`src/rtl/alu_pkg.sv`:
```
// Package: alu_pkg
// Shared widths and the packed control record of the integer ALU.
// Assumes a power-of-two datapath width.
package alu_pkg;

    parameter int ALU_W   = 32;
    parameter int SHAMT_W = $clog2(ALU_W);

    // Adder second-input choices; bit 0 doubles as carry-in.
    typedef enum logic [1:0] {
        ADD_PASS = 2'b00,
        ADD_INV  = 2'b01,
        ADD_HI   = 2'b10,
        ADD_ZERO = 2'b11
    } addend_sel_e;

    typedef struct packed {
        logic               use_slt;
        logic               cmp_unsigned;
        logic               use_arith;
        logic               use_logic;
        logic               logic_inv;
        logic [1:0]         logic_sel;
        logic [1:0]         addend_sel;
        logic [1:0]         shift_kind;
        logic [SHAMT_W-1:0] shamt;
    } alu_ctrl_t;

    localparam int CTRL_W = $bits(alu_ctrl_t);

endpackage

```
`src/rtl/alu_addend_adder.sv`:
```
// Module: alu_addend_adder
// Pre-selects the second adder input (pass, invert, shift up by half
// the width, zero) and adds it to the first operand. The carry-in is
// bit 0 of the select. The sum wraps; no carry or overflow is reported.
module alu_addend_adder #(
    parameter int WIDTH = 32
) (
    input  logic [WIDTH-1:0] a,
    input  logic [WIDTH-1:0] b,
    input  logic [1:0]       sel,
    output logic [WIDTH-1:0] sum
);
    localparam int HALF = WIDTH / 2;

    logic [WIDTH-1:0] addend;

    // Choose the second adder input.
    always_comb begin
        case (sel)
            2'b00:   addend = b;
            2'b01:   addend = ~b;
            2'b10:   addend = b << HALF;
            default: addend = '0;
        endcase
    end

    // Modular sum with the select's low bit as carry-in.
    always_comb begin
        sum = a + addend + {{(WIDTH-1){1'b0}}, sel[0]};
    end

endmodule

```
`src/rtl/alu_compare.sv`:
```
// Module: alu_compare
// Produces the branch flags from its own subtractor, independent of the
// result controls. Signed less-than uses the operand sign bits when they
// differ and the difference sign otherwise; unsigned uses the borrow.
module alu_compare #(
    parameter int WIDTH = 32
) (
    input  logic [WIDTH-1:0] a,
    input  logic [WIDTH-1:0] b,
    input  logic             is_unsigned,
    output logic             neg,
    output logic             eq,
    output logic             lt
);
    logic [WIDTH:0] diff;
    logic           borrow;
    logic           signed_lt;

    // Full-width difference with carry out.
    always_comb begin
        diff   = {1'b0, a} + {1'b0, ~b} + {{WIDTH{1'b0}}, 1'b1};
        borrow = ~diff[WIDTH];
    end

    // Signed ordering robust against difference overflow.
    always_comb begin
        if (a[WIDTH-1] != b[WIDTH-1]) signed_lt = a[WIDTH-1];
        else                          signed_lt = diff[WIDTH-1];
    end

    // Flag outputs.
    always_comb begin
        neg = a[WIDTH-1];
        eq  = (diff[WIDTH-1:0] == '0);
        lt  = is_unsigned ? borrow : signed_lt;
    end

endmodule

```
`src/rtl/alu_logic_unit.sv`:
```
// Module: alu_logic_unit
// Bitwise AND / OR / XOR (select 11 gives zero) with optional inversion
// of the output, which turns OR into NOR.
module alu_logic_unit #(
    parameter int WIDTH = 32
) (
    input  logic [WIDTH-1:0] a,
    input  logic [WIDTH-1:0] b,
    input  logic [1:0]       sel,
    input  logic             inv,
    output logic [WIDTH-1:0] y
);
    logic [WIDTH-1:0] raw;

    // Pick the bitwise operation.
    always_comb begin
        case (sel)
            2'b00:   raw = a & b;
            2'b01:   raw = a | b;
            2'b10:   raw = a ^ b;
            default: raw = '0;
        endcase
    end

    // Optional inversion.
    always_comb begin
        y = inv ? ~raw : raw;
    end

endmodule

```
`src/rtl/alu_barrel_shifter.sv`:
```
// Module: alu_barrel_shifter
// Logarithmic right shifter; left shifts reverse the bits on the way in
// and out. kind[1] selects right, kind[0] selects sign fill for right
// shifts only. Assumes WIDTH is a power of two.
module alu_barrel_shifter #(
    parameter int WIDTH = 32,
    parameter int SHW   = $clog2(WIDTH)
) (
    input  logic [WIDTH-1:0] value,
    input  logic [SHW-1:0]   amount,
    input  logic [1:0]       kind,
    output logic [WIDTH-1:0] y
);
    logic             go_right;
    logic             fill;
    logic [WIDTH-1:0] rev_in;
    logic [WIDTH-1:0] rev_out;
    logic [WIDTH-1:0] stg [0:SHW];

    // Direction and fill bit.
    always_comb begin
        go_right = kind[1];
        fill     = kind[1] & kind[0] & value[WIDTH-1];
    end

    // Bit reversal networks for left shifts.
    for (genvar k = 0; k < WIDTH; k++) begin : g_rev
        assign rev_in[k] = value[WIDTH-1-k];
        assign rev_out[k] = stg[SHW][WIDTH-1-k];
    end

    assign stg[0] = go_right ? value : rev_in;

    // One conditional right-shift stage per amount bit.
    for (genvar i = 0; i < SHW; i++) begin : g_stage
        localparam int STEP = 1 << i;
        assign stg[i+1] = amount[i] ? {{STEP{fill}}, stg[i][WIDTH-1:STEP]}
                                    : stg[i];
    end

    assign y = go_right ? stg[SHW] : rev_out;

endmodule

```
`src/rtl/int_alu_core.sv`:
```
// Module: int_alu_core
// Combinational integer ALU: adder with pre-selected second input,
// logic unit, barrel shifter and comparator. Result priority is
// set-on-less-than, adder, logic, shifter. clk/rst_n only serve the
// bound checker.
module int_alu_core
    import alu_pkg::*;
(
    input  logic              clk,
    input  logic              rst_n,
    input  logic [ALU_W-1:0]  op_a,
    input  logic [ALU_W-1:0]  op_b,
    input  logic [CTRL_W-1:0] ctrl,
    output logic [ALU_W-1:0]  result,
    output logic              flag_neg,
    output logic              flag_eq,
    output logic              flag_lt
);
    alu_ctrl_t        c;
    logic [ALU_W-1:0] sum_y;
    logic [ALU_W-1:0] logic_y;
    logic [ALU_W-1:0] shift_y;
    logic             lt_int;

    assign c = alu_ctrl_t'(ctrl);

    alu_addend_adder #(.WIDTH(ALU_W)) u_add (
        .a   (op_a),
        .b   (op_b),
        .sel (c.addend_sel),
        .sum (sum_y)
    );

    alu_logic_unit #(.WIDTH(ALU_W)) u_logic (
        .a   (op_a),
        .b   (op_b),
        .sel (c.logic_sel),
        .inv (c.logic_inv),
        .y   (logic_y)
    );

    alu_barrel_shifter #(.WIDTH(ALU_W), .SHW(SHAMT_W)) u_shift (
        .value  (op_b),
        .amount (c.shamt),
        .kind   (c.shift_kind),
        .y      (shift_y)
    );

    alu_compare #(.WIDTH(ALU_W)) u_cmp (
        .a           (op_a),
        .b           (op_b),
        .is_unsigned (c.cmp_unsigned),
        .neg         (flag_neg),
        .eq          (flag_eq),
        .lt          (lt_int)
    );

    assign flag_lt = lt_int;

    // Priority result select.
    always_comb begin
        if (c.use_slt)        result = {{(ALU_W-1){1'b0}}, lt_int};
        else if (c.use_arith) result = sum_y;
        else if (c.use_logic) result = logic_y;
        else                  result = shift_y;
    end

endmodule

```
`config.mk`:
```
export PLATFORM = sky130hd
export DESIGN_NAME = int_alu_core
export DESIGN_NICKNAME = d
export VERILOG_FILES = /design/src/rtl/alu_pkg.sv /design/src/rtl/alu_addend_adder.sv /design/src/rtl/alu_compare.sv /design/src/rtl/alu_logic_unit.sv /design/src/rtl/alu_barrel_shifter.sv /design/src/rtl/int_alu_core.sv
export SDC_FILE = /design/constraint.sdc
export NUM_CORES = 1
export LEC_CHECK = 0
export BUFFER_PORTS_ARGS = -buffer_cell sky130_fd_sc_hd__buf_2
export CORE_ASPECT_RATIO = 1.5
export CORE_MARGIN = 3
export CORE_UTILIZATION = 40
export DETAILED_ROUTE_END_ITERATION = 10
export PLACE_DENSITY_LB_ADDON = 0.08
export SYNTH_ARGS = -nofsm -noshare
export SYNTH_HDL_FRONTEND = slang
export SYNTH_SLANG_ARGS = --single-unit
```
`constraint.sdc`:
```
create_clock -name vclk -period 9.85
set_clock_uncertainty 0.05 [all_clocks]
set_input_delay 0.985 -clock vclk [all_inputs]
set_output_delay 0.985 -clock vclk [all_outputs]
set_load 0.005 [all_outputs]
```
* After elaboration in Yosys (flattened, before gate mapping)
Cells that the tools add are included.
** Word-level totals
- Flip-flop bits (word level) :: 0
- RAM bits :: 0
- Memories kept :: 0
- ROM bits :: 0
- Output and inout port bits :: 35
- Bits in latches :: 0
** Operators by class
- Mux-type cells :: 15
- $mul :: 0
- Divide/modulo/power cells :: 0
- $add $sub $neg :: 4
- Bitwise logic cells :: 8
- Reduce and logical (&&, ||, !) cells :: 3
- Magnitude comparators :: 0
- Shift-type cells :: 0
- Equality and inequality tests :: 5
** Operator list (count)
- 32-bit 2-to-1 mux :: 11
- 32-bit case mux with 3 select lines :: 2
- 32-bit inverter :: 2
- 32-bit by 32-bit adder with 33-bit output :: 1
- 33-bit by 1-bit adder with 33-bit output (second input constant) :: 1
- 32-bit by 1-bit adder with 32-bit output :: 1
- 32-bit adder :: 1
- 32-bit bitwise AND :: 1
- 32-bit logical NOT :: 1
- 32-bit bitwise OR :: 1
- 32-bit XOR :: 1
- 2-bit by 1-bit equality test with 1-bit output (second input constant) :: 2
- 2-bit equality test (second input constant) :: 2
- 2-bit logical NOT :: 2
- 1-bit bitwise AND :: 2
- 1-bit 2-to-1 mux :: 2
- 1-bit != test :: 1
- 1-bit inverter :: 1

* Logic depth before layout (Yosys ltp)
Gate-level depths: netlist of the first run.
- Depth after elaboration :: 11
- Depth in mapped cells :: 21
- Depth with buffers taken out :: 20

* Hierarchy
Synthesis of the first run repeated with hierarchy kept, for this count alone.
** Second synthesis, totals
- Cell total of the unflattened synthesis :: 1531
- Area, all modules :: 11539.8 um^2
** Modules (own cells, without submodules)
- alu_barrel_shifter :: seq. area each 0.0 um^2, area an instance 3881.2 um^2, times used 1, cells an instance 479
- alu_logic_unit :: seq. area each 0.0 um^2, area an instance 2314.7 um^2, times used 1, cells an instance 274
- alu_addend_adder :: seq. area each 0.0 um^2, area an instance 2279.7 um^2, times used 1, cells an instance 316
- alu_compare :: seq. area each 0.0 um^2, area an instance 2098.3 um^2, times used 1, cells an instance 320
- int_alu_core :: seq. area each 0.0 um^2, area an instance 965.9 um^2, times used 1, cells an instance 142

* Least setup slack after synthesis of the first run
OpenSTA, ideal clock, no wires.
- Path kind :: input port to output port
- Start :: in op_b[11]
- End :: out flag_eq
- Slack :: 3.720 ns
- Data arrival time :: 5.095 ns
- Buffers on the path :: 2
- Stages :: 21
- Data required time :: 8.815 ns
- Cell sequence :: clkbuf_1 > inv_1 > ha_1 > clkbuf_1 > or4_1 > nor3_1 > nand3b_1 > a31oi_1 > o22ai_1 > o21ai_0 > or4_1 > o21ai_0 > fa_1 > nor4b_1 > o211a_1 > o311ai_0 > a2111oi_0 > nand4_1 > nor4_1 > nand4_1 > nor4_1
** On the way
- Longest elaborated chain between the ends :: 4
** RTL lines
- start: declaration :: line int_alu_core.sv:12 : input logic [ALU_W-1:0] op_b,
- 32-bit inverter :: line alu_compare.sv:21 : diff = {1'b0, a} + {1'b0, ~b} + {{WIDTH{1'b0}}, 1'b1};
- 32-bit by 32-bit adder with 33-bit output :: line alu_compare.sv:21
- 33-bit by 1-bit adder with 33-bit output :: line alu_compare.sv:21
- 32-bit logical NOT :: line alu_compare.sv:34 : eq = (diff[WIDTH-1:0] == '0);
- end: declaration :: line int_alu_core.sv:16 : output logic flag_eq,
No other way between the ends.

* Worst setup path in the final report of the first run
- Start :: in op_b[12]
- End :: out flag_eq
The elaborated chain is that of the path after synthesis.

==> results of run 1 <==
## where the power goes
part | total (uW) | internal [uW] | switching, uW
Sequential | 0 | 0 | 0
Combinational | 698 | 267 | 431
Clock | 0 | 0 | 0
Total | 698 | 267 | 431
## metal layers
layer  global-route usage [%]  vias up  wire [um]
met1                     37.7     5072      16700
met2                     53.3      454      20300
met5                        0        -          0
met4                     11.8        0       2040
li1                         -     4906          -
met3                     1.69       98       2130
## metrics by stage
step           std cells  power, uW  util [%]
2_1_floorplan       1302        462         -
3_3_place_gp        1640        683      43.8
3_5_place_dp        1640        682      43.8
4_1_cts             1640        686      43.8
5_1_grt             1640        751      43.8
6_report            1640        698      43.8
## cell type report
cell class / count / area share, %
inverter: 104 / 3.82
tap: 315 / 3.86
timing repair buffer: 122 / 6.15
multi-input combinational: 1099 / 86.2
## cell usage after synthesis (8+ instances only)
library cell / number / area, um^2
o211ai_1: 20 / 150
a221oi_1: 12 / 105
xor2_1: 35 / 307
and3_1: 13 / 81.3
or3_1: 10 / 62.6
o22ai_1: 59 / 369
buf_1: 14 / 52.6
mux2_2: 32 / 360
nand2b_1: 15 / 93.8
nor2b_1: 15 / 93.8
a31oi_1: 9 / 56.3
clkbuf_1: 67 / 251
xnor2_1: 44 / 385
mux4_2: 40 / 901
a21oi_1: 92 / 460
a21o_1: 20 / 150
o31ai_1: 19 / 143
nand3_1: 16 / 80.1
nor2_1: 90 / 338
a211oi_1: 21 / 158
buf_2: 10 / 50.1
ha_1: 126 / 1580
inv_1: 101 / 379
o21a_1: 9 / 67.6
o21ai_0: 83 / 415
nor3_1: 22 / 110
nor4_1: 10 / 62.6
nand2_1: 74 / 278
a22oi_1: 9 / 67.6
mux2i_1: 90 / 901
o21bai_1: 8 / 60.1
## worst paths after layout
| path | to | slack (ns) | depth (start not counted) |
|---|---|---|---|
| worst max-delay path | flag_eq | 1.74 | 22 |
| worst min-delay path | flag_neg | 2.23 | 2 |
## logic make-up (layout without fill, tap and decap cells)
family | Yosys count | in the layout | share of synthesized area, %
multiplexers | 168 | 168 | 23.2
XOR/XNOR | 79 | 79 | 7.19
AO/OA/AOI/OAI | 424 | 424 | 28.9
adder cells (fa/ha/maj) | 130 | 130 | 17.2
AND/OR/NAND/NOR | 298 | 298 | 15.0
buffers and inverters | 203 | 226 | 8.48
==> metrics.yaml, run 1 <==
sta:
  post-route-period-util_pct: 82.4
  tightest_slew_ns: 1.05
  whs_ns: 2.23
  drv_slew: 0
  rsz0062_at_grt: "no"
  setup_viol: 0
  finalCriticalPeriod_ns: 8.11
  slew_headroom_pct: 29.9
  fmax_ghz: 0.123
  fin_tns_setup_ns: 0
  worst_slack_ns: 1.74
  finalHoldViolCount: 0
min_path:
  worstHoldStart: "op_a[31]"
  min_path_type: "in2out"
global_route:
  grt_pass1_vias: 9887
  grt_pass1_wl_mm: 61.3
  grt-ovfl-total: 0
  antenna_found_initial: 0
  grt_max_degree: 59
  track_usage_pct: 29.9
outcome:
  outcome: "finished clean"
drt:
  detail-route-antenna-nets: 0
  drtIter0Drc: 818
  drc: 0
  drt-pass1-iter-count: 7
  wl_per_cell_um: 25.1
  vias: 10500
  viasPerCell: 6.42
  routed_wl_mm: 41.2
pwr:
  powerDensity_nw_per_um2: 68.3
  peakVddDrop_uv: 21.8
  p_leak_uw: 0.00465
placed_design:
  hpwl_mm: 33.5
  dp_slack_ns: 1.87
  place_congestion: 0.953
  portBuffers: 115
  placed_cell_area_um2: 10200
floorplanning:
  initial_core_util_pct: 41.3
  die_h_um: 196
  ios: 117
  core_area_um2: 23300
  fp.dieW_um: 133
  num_rows: 68
  die_area_um2: 26000
synth:
  syn-instance-count: 1302
  netlist_area_um2: 9620
  yosys_warnings: 0
  yosysSeqAreaShare_pct: 0
  yosysUniqueCellTypes: 78
  synth_nets: 1514
  synth.avg_cell_area_um2: 7.39
cts:
  hold_buffers: 0
  cts_setup_buffers: 0
  cts_resized: 0
setup_path:
  crit_family: "simple AND/OR/NAND/NOR gates"
  cp-start-kind: "primary input"
  path_buf_inv: 3
  cp_max_fo: 11
  crit_required_ns: 8.82
  crit_start: "op_b[12]"
  path_class: "in2out"
  cp_slowest_cell: "nor4b_1"
  slowest_delay_ns: 0.68
  setup.worst_path.end_class: "primary output"
  worstPathCellList: "buf_2 -> inv_1 -> ha_1 -> or3_1 -> or4_1 -> nor3_1 -> nand3b_1 -> a31oi_1 -> o22ai_1 -> o21ai_0 -> or4_1 -> o21ai_0 -> fa_1 -> nor4b_1 -> o211a_1 -> o311ai_0 -> a2111oi_0 -> nand4_1 -> nor4_1 -> nand4_1 -> nor4_1 -> buf_2"
  crit_arrival_ns: 7.08
job:
  maxCapViolCount: 0
final_layout:
  area_growth_pct: 6.21
  layout-drive-gt1-share_pct: 15.8
  final_cell_mix: "ha_1, buf_2, inv_1"
  final_area_um2: 10200
  nFlopsAndLatches: 0
  fillers: 2511
  clock_buffers: 0
  multi_input_area_um2: 8800
  n_antenna_cell: 0
  final_common_cell: "ha_1"
  regArea_um2: 0
  nNetsFinal: 1539
(Power assumes the default switching activity.)
==> run 2: changes to the inputs <==
clock period = 7.9 ns   (was 9.85 ns; I/O delays follow)
==> run 2 against run 1 <==
  * Critical path depth is 1 higher
  * Critical path type unchanged
  * Via count grew 1.4%
  * Highest routed layer unchanged
  * Largest power group unchanged
  * Die area stayed put
==> metrics.yaml, run 2 (synthesized netlist as in run 1, its figures left out) <==
pwr:
  peakVddDrop_uv: 32.8  # was 21.8 uV
  pwr-share-seq_pct: 0  # about the same
  p_clk_share_pct: 0  # about the same
  combPwrFrac_pct: 100.0  # about the same
  p_switching_uw: 545  # was 431 uW
  powerDensity_nw_per_um2: 85.6  # was 68.3 nW/um^2
  p_leak_uw: 0.00471  # was 0.00465 uW
  switching_share_pct: 61.7  # about the same
  intPower_uw: 338  # was 267 uW
setup_path:
  crit_required_ns: 7.06  # was 8.82 ns
  path_buf_inv: 4  # was 3
  cp-start-kind: "primary input"  # unchanged
  cp_max_fo: 8  # was 11
  crit_arrival_ns: 6.33  # was 7.08 ns
  worstPathCellList: "buf_2 -> inv_1 -> ha_1 -> or3_1 -> or4_1 -> nor3_1 -> nand3b_1 -> a31oi_1 -> o22ai_1 -> o21ai_0 -> or4_1 -> o21ai_0 -> fa_1 -> nor4b_1 -> buf_4 -> o211a_1 -> o311ai_0 -> a2111oi_0 -> nand4_1 -> nor4_1 -> nand4_1 -> nor4_1 -> buf_2"  # was buf_2 -> inv_1 -> ha_1 -> or3_1 -> or4_1 -> nor3_1 -> nand3b_1 -> a31oi_1 -> o22ai_1 -> o21ai_0 -> or4_1 -> o21ai_0 -> fa_1 -> nor4b_1 -> o211a_1 -> o311ai_0 -> a2111oi_0 -> nand4_1 -> nor4_1 -> nand4_1 -> nor4_1 -> buf_2
  cp_slowest_cell: "fa_1"  # was nor4b_1
  path_class: "in2out"  # unchanged
  slowest_delay_ns: 0.50  # was 0.68 ns
  setup.worst_path.end_class: "primary output"  # unchanged
  crit_family: "simple AND/OR/NAND/NOR gates"  # unchanged
sta:
  drv_slew: 0  # unchanged
  finalCriticalPeriod_ns: 7.17
  rsz0062_at_grt: "no"  # unchanged
  slew_headroom_pct: 28.1  # was 29.9%
  tightest_slew_ns: 1.08  # was 1.05 ns
  worst_slack_ns: 0.733  # was 1.74 ns
  post-route-period-util_pct: 90.7
  fmax_ghz: 0.140
  finalHoldViolCount: 0  # unchanged
  fin_tns_setup_ns: 0  # unchanged
  setup_viol: 0  # unchanged
floorplanning:
  num_rows: 68  # unchanged
  initial_core_util_pct: 41.3  # unchanged
  ios: 117  # unchanged
  fp.dieW_um: 133  # unchanged
  die_area_um2: 26000  # unchanged
  core_area_um2: 23300  # unchanged
  die_h_um: 196  # unchanged
global_route:
  grt_pass1_wl_mm: 62.7  # was 61.3 mm
  grt-ovfl-total: 0  # unchanged
  antenna_found_initial: 0  # unchanged
  track_usage_pct: 30.9  # was 29.9%
  grt_max_degree: 58  # was 59
  grt_pass1_vias: 10100  # was 9887
placed_design:
  hpwl_mm: 35.1  # was 33.5 mm
  portBuffers: 115  # unchanged
  place_congestion: 0.953  # about the same
  dp_slack_ns: 0.813  # was 1.87 ns
  placed_cell_area_um2: 10300  # was 10200 um^2
drt:
  detail-route-antenna-nets: 0  # unchanged
  top_layer: "met4"  # unchanged
  drt-pass1-iter-count: 7  # unchanged
  viasPerCell: 6.46  # was 6.42
  wl_per_cell_um: 25.7  # was 25.1 um
  wl_met2_mm: 21.2  # was 20.3 mm
  wl_met1_mm: 16.6  # was 16.7 mm
  drtIter0Drc: 742  # was 818
  drc: 0  # unchanged
  vias: 10700  # was 10500
  dr_wl_met3_mm: 2.23  # was 2.13 mm
  routed_wl_mm: 42.5  # was 41.2 mm
cts:
  hold_buffers: 0  # unchanged
  cts_resized: 0  # unchanged
  cts_setup_buffers: 0  # unchanged
outcome:
  outcome: "finished clean"  # unchanged
final_layout:
  nFlopsAndLatches: 0  # unchanged
  clock_buffers: 0  # unchanged
  layout-drive-gt1-share_pct: 16.7  # was 15.8%
  n_antenna_cell: 0  # unchanged
  area_growth_pct: 7.30  # was 6.21%
  fillers: 2478  # was 2511
  multi_input_area_um2: 8800  # unchanged
  nNetsFinal: 1553  # was 1539
  final_cell_mix: "ha_1, buf_2, inv_1"  # unchanged
  final_common_cell: "ha_1"  # unchanged
  final_area_um2: 10300  # was 10200 um^2
  regArea_um2: 0  # unchanged
job:
  maxCapViolCount: 0  # unchanged
min_path:
  min_path_type: "in2out"  # unchanged
run 2: final timing paths:
check                 slack [ns]  endpoint  cells after the start      from
worst max-delay path        0.73   flag_eq                     23  op_b[14]
worst min-delay path        1.83  flag_neg                      2  op_a[31]
run 2: routing by layer:
layer | track usage (%) | vias to the layer above
met5 | 0 | -
met4 | 14.4 | 0
met3 | 1.98 | 95
met2 | 56.0 | 440
met1 | 37.1 | 5211
li1 | - | 4934
run 2: power groups by stage:
stage | Combinational (uW) | Clock (uW) | Sequential [uW]
finish | 884 | 0 | 0
global route | 947 | 0 | 0
CTS | 869 | 0 | 0
detailed placement | 865 | 0 | 0
global placement | 863 | 0 | 0
floorplan | 577 | 0 | 0
run 2: cell type report:
type                            instances  share of cell area, %
Multi-Input combinational cell       1099                   85.3
Inverter                              104                   3.78
Timing Repair Buffer                  136                   7.10
Tap cell                              315                   3.82
run 2: per-stage QoR:
| stage | utilization (%) | instances | hold slack [ns] | total power [uW] |
|---|---|---|---|---|
| 2_1_floorplan | - | 1302 | 1.61 | 577 |
| 3_3_place_gp | 44.3 | 1654 | 1.84 | 863 |
| 3_5_place_dp | 44.3 | 1654 | 1.84 | 865 |
| 4_1_cts | 44.3 | 1654 | 1.84 | 869 |
| 5_1_grt | 44.3 | 1654 | 1.85 | 947 |
| 6_report | 44.3 | 1654 | 1.83 | 884 |
==> run 3: changes to the inputs <==
==> constraint.sdc (replaced) <==
create_clock -name vclk -period 7.9
set_clock_uncertainty 0.05 [all_clocks]
set_input_delay 1.58 -clock vclk [all_inputs]
set_output_delay 1.58 -clock vclk [all_outputs]
set_load 0.005 [all_outputs]
==> run 3 against run 2 <==
  * Largest cell class unchanged
  * Setup slack got worse by 0.70 ns
  * First-iteration DRC count rose by 10%
  * Cell count rose by 6.2%
  * Design area rose by 8.9%
  * Highest routed layer unchanged
  * Via count rose by 2.3%
  * Largest power group unchanged
  * Routed wire length rose by 2.4%
==> metrics.yaml, run 3 (synthesized netlist as in run 1, its figures left out) <==
placed_design:
  portBuffers: 115  # unchanged
  place_congestion: 0.995  # was 0.953
  dp_cells: 1753  # was 1654
  hpwl_mm: 36.3  # was 35.1 mm
  placed_cell_area_um2: 11100  # was 10300 um^2
  dp_slack_ns: -0.372  # was 0.813 ns
sta:
  rsz0062_at_grt: "yes"  # was no
  worst_slack_ns: 0.0362  # was 0.733 ns
  setup_viol: 0  # unchanged
  whs_ns: 3.42  # was 1.83 ns
  drv_slew: 0  # unchanged
  finalCriticalPeriod_ns: 7.86  # was 7.17 ns
  post-route-period-util_pct: 99.5  # was 90.7%
  slew_headroom_pct: 28.1  # about the same
  fmax_ghz: 0.127  # was 0.140 GHz
  finalHoldViolCount: 0  # unchanged
  tightest_slew_ns: 1.08  # about the same
floorplanning:
  ios: 117  # unchanged
  die_area_um2: 26000  # unchanged
  initial_core_util_pct: 41.3  # unchanged
  core_area_um2: 23300  # unchanged
  fp.dieW_um: 133  # unchanged
  die_h_um: 196  # unchanged
  num_rows: 68  # unchanged
min_path:
  holdPathEnd: "flag_neg"  # unchanged
  worstHoldStart: "op_a[31]"  # unchanged
  holdPathStages: 2  # unchanged
  min_path_type: "in2out"  # unchanged
global_route:
  track_usage_pct: 32.2  # was 30.9%
  grt_pass1_vias: 10700  # was 10100
  grt_max_degree: 47  # was 58
  antenna_found_initial: 1  # was 0
  grt-ovfl-total: 0  # unchanged
  grt_pass1_wl_mm: 65.2  # was 62.7 mm
job:
  maxCapViolCount: 0  # unchanged
cts:
  hold_buffers: 0  # unchanged
drt:
  top_layer: "met4"  # unchanged
  detail-route-antenna-nets: 0  # unchanged
  routed_wl_mm: 43.6  # was 42.5 mm
  dr_wl_met3_mm: 2.01  # was 2.23 mm
  drtIter0Drc: 819  # was 742
  vias: 10900  # was 10700
  wl_per_cell_um: 24.8  # was 25.7 um
  wl_met1_mm: 17.2  # was 16.6 mm
  viasPerCell: 6.22  # was 6.46
  drc: 0  # unchanged
  drt-pass1-iter-count: 5  # was 7
  wl_met2_mm: 21.4  # was 21.2 mm
pwr:
  switching_share_pct: 59.2  # was 61.7%
  powerDensity_nw_per_um2: 84.3  # was 85.6 nW/um^2
  combPwrFrac_pct: 100.0  # about the same
  pwr-share-seq_pct: 0  # about the same
  p_switching_uw: 561  # was 545 uW
  intPower_uw: 386  # was 338 uW
  peakVddDrop_uv: 35.5  # was 32.8 uV
  p_clk_share_pct: 0  # about the same
  p_leak_uw: 0.00524  # was 0.00471 uW
  total_power_uw: 947  # was 884 uW
setup_path:
  path_class: "in2out"  # unchanged
  crit_required_ns: 6.27  # was 7.06 ns
  cp-start-kind: "primary input"  # unchanged
  crit_arrival_ns: 6.23  # was 6.33 ns
  cp_max_fo: 2  # was 8
  setup.worst_path.end_class: "primary output"  # unchanged
final_layout:
  layout.cells.non_filler: 1757  # was 1654
  layout-drive-gt1-share_pct: 24.1  # was 16.7%
  nNetsFinal: 1655  # was 1553
  final_cell_mix: "ha_1, buf_4, buf_2"  # was ha_1, buf_2, inv_1
  regArea_um2: 0  # unchanged
  nFlopsAndLatches: 0  # unchanged
  fillers: 2493  # was 2478
  final_area_um2: 11200  # was 10300 um^2
  final_common_cell: "ha_1"  # unchanged
  area_growth_pct: 16.8  # was 7.30%
  clock_buffers: 0  # unchanged
outcome:
  outcome: "finished clean"  # unchanged
==> run 3: cell count changes in the layout (fill, tap and decap cells not counted), sizes merged <==
cell / change
diode: +1
buf: +102
==> run 3: how the worst max path moves through the flow <==
stage	startpoint	endpoint	slack [ns]	depth (start not counted)
global route	op_b[6]	flag_eq	-0.28	23
finish	op_b[14]	flag_eq	0.04	24
floorplan	op_b[11]	flag_eq	0.58	21
detailed placement	op_b[13]	flag_eq	-0.37	24
global placement	op_a[13]	flag_eq	-0.24	24
CTS	op_b[14]	flag_eq	-0.04	24
==> run 3: layer usage <==
layer / vias to the layer above / track usage (%)
li1: 5152 / -
met3: 120 / 1.95
met4: 0 / 16.9
met5: - / 0
met1: 5192 / 38.9
met2: 463 / 57.2
==> run 3: worst max-delay path: stages <==
cell,delay [ns]
buf_6,0.10
inv_4,0.05
ha_4,0.20
or3_4,0.38
or4_4,0.45
nor3_4,0.13
nand3b_1,0.14
a31oi_1,0.19
buf_4,0.16
o22ai_2,0.06
o21ai_2,0.16
or4_4,0.14
o21ai_2,0.05
fa_1,0.51
nor4b_4,0.21
buf_4,0.17
o211a_1,0.15
o311ai_1,0.11
a2111oi_2,0.35
nand4_1,0.16
nor4_2,0.26
nand4_1,0.16
nor4_1,0.18
buf_2,0.15
==> run 3: what timing repair did <==
item	4_1_cts	5_1_grt
setup endpoints to repair	1	1
buffers inserted	3	0
pin swaps	15	9
gates resized for setup	24	7
==> run 3: power by group through the flow <==
stage          clock [uW]  sequential, uW  combinational, uW
3_3_place_gp            0               0                912
6_report        0.0000171               0                947
5_1_grt         0.0000170               0               1020
2_1_floorplan           0               0                577
4_1_cts                 0               0                928
3_5_place_dp            0               0                913
==> run 3: final cells by class <==
cell class                 instances  area [um^2]  share of cell area, %
multi-input combinational       1099         8920                   79.4
antenna                            1         2.50                 0.0223
inverter                         104          393                   3.50
tap                              315          394                   3.51
timing repair buffer             238         1530                   13.6
==> run 3: through the flow <==
step	TNS, ns	util (%)
CTS	-0.0368	48.1
detailed placement	-0.372	47.5
finish	0	48.2
floorplan	0	-
global placement	-0.236	47.5
global route	-0.278	48.2
